--- src/rtl/can_join_ctrl.sv ---
module can_join_ctrl #(
  parameter int RUN_LEN    = 11,
  parameter int RECOV_SEQS = 128
) (
  input  logic clk,
  input  logic rst_n,
  input  logic bit_stb,
  input  logic rx_bit,
  input  logic busoff_enter,
  input  logic init_sw,
  input  logic susp_en,
  input  logic susp_trig,
  input  logic bus_idle,
  input  logic frame_active,
  output logic participate,
  output logic tx_cancel,
  output logic bus_off
);
  localparam int RUN_W = $clog2(RUN_LEN);
  localparam int SEQ_W = $clog2(RECOV_SEQS);

  logic [RUN_W-1:0] run_cnt;
  logic [SEQ_W-1:0] seq_cnt;
  logic             part_q, susp_q, eff_q, boff_q;

  wire eff_init = init_sw | susp_q;
  wire run_done = bit_stb & rx_bit & (run_cnt == RUN_W'(RUN_LEN - 1));
  wire recov_end = boff_q & run_done & (seq_cnt == SEQ_W'(RECOV_SEQS - 1));

  assign participate = part_q & ~eff_init;
  assign tx_cancel   = eff_init & ~eff_q & frame_active;
  assign bus_off     = boff_q;

  always_ff @(posedge clk or negedge rst_n) begin
    if (!rst_n) begin
      run_cnt <= '0;
    end else if (busoff_enter || (!boff_q && eff_init)) begin
      run_cnt <= '0;
    end else if (bit_stb) begin
      if (!rx_bit || run_done) run_cnt <= '0;
      else                     run_cnt <= run_cnt + 1'b1;
    end
  end

  always_ff @(posedge clk or negedge rst_n) begin
    if (!rst_n) begin
      boff_q  <= 1'b0;
      seq_cnt <= '0;
    end else if (busoff_enter) begin
      boff_q  <= 1'b1;
      seq_cnt <= '0;
    end else if (boff_q && run_done) begin
      if (recov_end) begin
        boff_q  <= 1'b0;
        seq_cnt <= '0;
      end else begin
        seq_cnt <= seq_cnt + 1'b1;
      end
    end
  end

  always_ff @(posedge clk or negedge rst_n) begin
    if (!rst_n) begin
      part_q <= 1'b0;
    end else if (busoff_enter || eff_init) begin
      part_q <= 1'b0;
    end else if (boff_q) begin
      part_q <= recov_end;
    end else if (run_done) begin
      part_q <= 1'b1;
    end
  end

  always_ff @(posedge clk or negedge rst_n) begin
    if (!rst_n) begin
      susp_q <= 1'b0;
      eff_q  <= 1'b1;
    end else begin
      susp_q <= susp_en & susp_trig & (susp_q | bus_idle | boff_q);
      eff_q  <= eff_init;
    end
  end
endmodule


--- config.mk ---
export PLATFORM = sky130hd
export DESIGN_NAME = can_join_ctrl
export DESIGN_NICKNAME = d
export VERILOG_FILES = /design/src/rtl/can_join_ctrl.sv
export SDC_FILE = /design/constraint.sdc
export NUM_CORES = 1
export LEC_CHECK = 0
export CORE_MARGIN = 4
export CORE_UTILIZATION = 55
export CTS_CLUSTER_DIAMETER = 30
export DETAILED_ROUTE_END_ITERATION = 10
export PLACE_DENSITY = 0.81
export SETUP_SLACK_MARGIN = 0.02
export SLEW_MARGIN = 20
export SYNTH_ARGS = -nofsm -noshare
export SYNTH_HDL_FRONTEND = slang
export SYNTH_SLANG_ARGS = --single-unit
--- constraint.sdc ---
create_clock -name clk -period 4.7 [get_ports clk]
set_input_delay 0.47 -clock clk [delete_from_list [all_inputs] [get_ports clk]]
set_output_delay 0.47 -clock clk [all_outputs]
set_load 0.05 [all_outputs]
* After elaboration in Yosys (flattened, before gate mapping)
Index checks and enable logic that the tools add are counted.
** Word-level totals
- Word-level logic and storage cells :: 48
- Input bits :: 10
- Bits in registers :: 15
- Output and inout port bits :: 3
** Operators by class
- Add/sub/neg operators :: 2
- Multiplexer cells :: 12
- Bitwise operators :: 14
- Reductions and logical operators :: 12
- Equality and inequality tests :: 2
** Operators with widths (number)
- $mux W7 :: 3
- $mux W4 :: 3
- $and A1 B1 Y1 :: 9
- $add A7 B1 Y7 const B :: 1
- $eq A7 B7 Y1 const B :: 1
- $mux W1 :: 6
- $reduce_bool A2 Y1 :: 3
- $add A4 B1 Y4 const B :: 1
- $eq A4 B4 Y1 const B :: 1
- $logic_or A1 B1 Y1 :: 3
- $or A1 B1 Y1 :: 3
- $reduce_bool A3 Y1 :: 1
- $logic_and A1 B1 Y1 :: 2
- $logic_not A1 Y1 :: 2
- $not A1 Y1 :: 2
- $reduce_and A2 Y1 :: 1

* Depth between registers and ports, before layout
- Depth after elaboration :: 7
- Depth in mapped cells :: 6
- Gate-level depth less buffers :: 5

* Least setup slack after synthesis
No wires, ideal clock.
- Path kind :: input port to output port
- Start :: input init_sw
- End :: output tx_cancel
- Slack :: 2.555 ns
- Data required time :: 4.230 ns
- Data arrival time :: 1.675 ns
- Buffers on the path :: 0
- Cell stages on the path :: 2
- Cell sequence :: nor2_1 -> nor3b_1
** Between the ends
- Cells in the longest elaborated chain, start to end :: 3
** RTL lines
- from (decl) :: line 10 : input logic init_sw,
- $or A1 B1 Y1 :: line 26 : wire eff_init = init_sw | susp_q;
- $and A1 B1 Y1 (2 in a row) :: line 31 : assign tx_cancel = eff_init & ~eff_q & frame_active;
- to (decl) :: line 16 : output logic tx_cancel,
Every way passes these cells.

* Worst setup path in the final report
- Start :: input init_sw
- End :: output participate
** Between the ends
- Cells in the longest elaborated chain, start to end :: 3
** RTL lines
- $or A1 B1 Y1 :: line 26
- net eff_init :: line 26
- $not A1 Y1 :: line 30 : assign participate = part_q & ~eff_init;
- $and A1 B1 Y1 :: line 30
- to (decl) :: line 15 : output logic participate,
The timed path passes the listed nets, and every way through them passes these cells.

==> results.py <==
metrics = {
    "synthesis": {
        "synth_top_family_by_area": "simple AND/OR/NAND/NOR gates",
        "ys_async_sr_fraction": 1.00,
        "synth_fa_ha_area_frac": 0.0448,
        "synthXorXnorAreaFrac": 0,
        "ys_seq_area_frac": 0.449,
        "syn-instance-count": 88,
        "syn-mean-instance-area_um2": 9.53,
        "synth_ff_type": "dfrtp_1",
        "synth_edf_count": 0,
        "synth_seq_cells": 15,
        "synthMuxAreaShare": 0,
        "yosys.area_share.simple": 0.267,
        "synth_compound_area_frac": 0.194,
        "ys_warn_count": 0,
        "syn_nets": 101,
        "synth_cell_types": 32,
        "synth_area_um2": 838,
    },
    "sta": {
        "hold_viol": 0,
        "finalSetupViolCount": 0,
        "max_freq_ghz": 0.394,
        "drv_slew": 0,
        "final.period_utilization": 0.539,
        "min_period_ns": 2.54,
        "rsz0062_at_grt": "false",
        "setup_tns_ns": 0,
        "tightest_slew_ns": 0.672,
        "skew_ns": 0.00449,
        "timing.slew.headroom": 0.551,
    },
    "routing": {
        "antenna_left": 0,
        "first_pass_iters": 4,
        "viasPerCell": 6.28,
        "wl_mm": 1.83,
        "drc_errors": 0,
        "dr_total_vias": 735,
        "wl_per_cell_um": 15.7,
        "drt-initial-drc-count": 15,
    },
    "finish": {
        "final_common_cell": "dfrtp_1",
        "stdcell_area_um2": 990,
        "nets": 116,
        "n_antenna_cell": 0,
        "final_cell_mix": "dfrtp_1, clkdlybuf4s50_1, nand2_1",
        "area_delta_synth_final_pct": 18.1,
        "drive_gt1_frac": 0.0784,
    },
    "setup_path": {
        "rr_endpoint": "seq_cnt[6]$_DFFE_PN0P_",
        "critPathKind": "in -> out",
        "critPathSlowestCell": "clkdlybuf4s50_1",
        "cp_top_family": "buffers and inverters",
        "critPathMaxFanout": 4,
        "slowest_delay_ns": 0.81,
        "worstPathRequired_ns": 4.23,
        "rrSetupSlack_ns": 2.86,
        "worstPathCellList": "clkdlybuf4s50_1 > nor2_1 > inv_1 > nor2_1 > clkdlybuf4s50_1",
        "worstRegToRegCells": 5,
        "endpoint_kind": "output port",
        "critPathLaunchType": "primary input",
        "cp_num_buf_inv": 3,
        "cp.arrival_ns": 2.07,
        "reg2reg_from": "run_cnt[0]$_DFFE_PN0P_",
    },
    "die": {
        "die_x_um": 47.0,
        "dieArea_um2": 2210,
        "rows": 13,
        "start_util": 0.614,
        "coreArea_um2": 1370,
        "io_pins": 13,
        "die_h_um": 47.0,
    },
    "power_and_ir_drop": {
        "p_leak_nw": 0.380,
        "max-vdd-ir-drop_uv": 157,
        "p_per_area_nw_per_um2": 235,
    },
    "clocking": {
        "cts_tree": "done",
        "cts_setup_buffers": 0,
        "cts-root-buf": "clkbuf_4",
        "clkSlewWorstSetupHoldPaths_ns": 0.10,
        "cts_htree_levels": 1,
        "clk_path_buf_depth": 2,
        "cts_hold_buf": 0,
        "cts-resized-gates": 0,
        "numCtsBuffers": 3,
        "clock_sinks": 15,
        "clk_latency_ns": 0.28,
    },
    "status": {
        "status": "finished, final reports clean",
    },
    "placed_design": {
        "port_buffers": 12,
        "place.gp.congestion": 0.779,
        "placed_cell_area_um2": 962,
        "dp_hpwl_mm": 1.33,
    },
    "global_routing": {
        "grt_overflow": 0,
        "grt_max_degree": 16,
        "antenna_found_initial": 0,
        "grt_pass1_vias": 710,
        "grt_first_pass_wirelength_mm": 3.03,
        "grt_util_all_layers": 0.191,
    },
    "hold_path": {
        "min_path_type": "reg -> reg",
        "min_from": "susp_q$_DFF_PN0_",
        "min_to": "eff_q$_DFF_PN1_",
        "whs_path_depth": 2,
    },
    "flow_run": {
        "max_cap_violations": 0,
    },
}
-- worst max path at each step --
stage	from	end	slack (ns)	depth (start not counted)
floorplan	init_sw	tx_cancel	2.55	2
global placement	init_sw	participate	2.20	5
detailed placement	init_sw	participate	2.15	5
CTS	init_sw	participate	2.15	5
global route	init_sw	participate	2.06	5
finish	init_sw	participate	2.16	5
-- area by class of cell --
type	count	area (um^2)
multi-input combinational	65	424
sequential	15	377
fill	109	377
timing repair buffer	12	120
clock buffer	3	22.5
inverter	6	22.5
tap	15	18.8
clock inverter	1	5.00
-- power by group --
| group | switching (mW) | internal [mW] |
|---|---|---|
| combinational | 0.0128 | 0.0114 |
| clock | 0.0427 | 0.0315 |
| sequential | 0.00241 | 0.132 |
| total | 0.0580 | 0.175 |
-- state kept, by name, summed over array words and instances, names as in the netlist --
| register | flops |
|---|---|
| seq_cnt | 7 |
| run_cnt | 4 |
| bus_off | 1 |
| eff_q | 1 |
| part_q | 1 |
| susp_q | 1 |
-- metal layers --
layer	routed length (um)	GRT usage
met1	852	0.253
met2	917	0.320
met3	51	0.0230
met4	13	0.0663
met5	0	0
-- cells in the mapped netlist, types with 2 or more instances --
cell / number / share of area
o31ai_1: 2 / 0.018
inv_1: 6 / 0.027
nand4_1: 4 / 0.030
nor2_1: 4 / 0.018
or4_1: 4 / 0.036
or3_1: 3 / 0.022
nand2_1: 7 / 0.031
a21oi_1: 6 / 0.036
a31oi_1: 3 / 0.022
o21ai_0: 5 / 0.030
nand3b_1: 3 / 0.027
nand3_1: 4 / 0.024
dfrtp_1: 14 / 0.42
ha_1: 3 / 0.045
o41ai_1: 3 / 0.031
-- metrics by stage --
step / worst slack [ns] / std cells / power, mW / hold slack (ns) / utilization
floorplan: 2.55 / 88 / 0.147 / 0.174 / -
global placement: 2.20 / 113 / 0.160 / 0.505 / 0.704
detailed placement: 2.15 / 113 / 0.161 / 0.509 / 0.704
CTS: 2.15 / 117 / 0.236 / 0.533 / 0.724
global route: 2.06 / 117 / 0.244 / 0.577 / 0.724
finish: 2.16 / 117 / 0.233 / 0.527 / 0.724
-- worst reg2reg max path: stages (launching register included) --
cell,delay [ns]
dfrtp_1,0.43
inv_1,0.09
ha_1,0.17
nand3b_1,0.30
or4_1,0.59
a21oi_1,0.18
-- cell families after synthesis --
| logic type | count (synthesis) |
|---|---|
| adders and majority gates | 3 |
| DFF | 15 |
| AOI/OAI and AO/OA | 25 |
| and+or+nand+nor | 37 |
| buffers and inverters | 8 |
No activity file was read; power rests on OpenSTA's default activity.
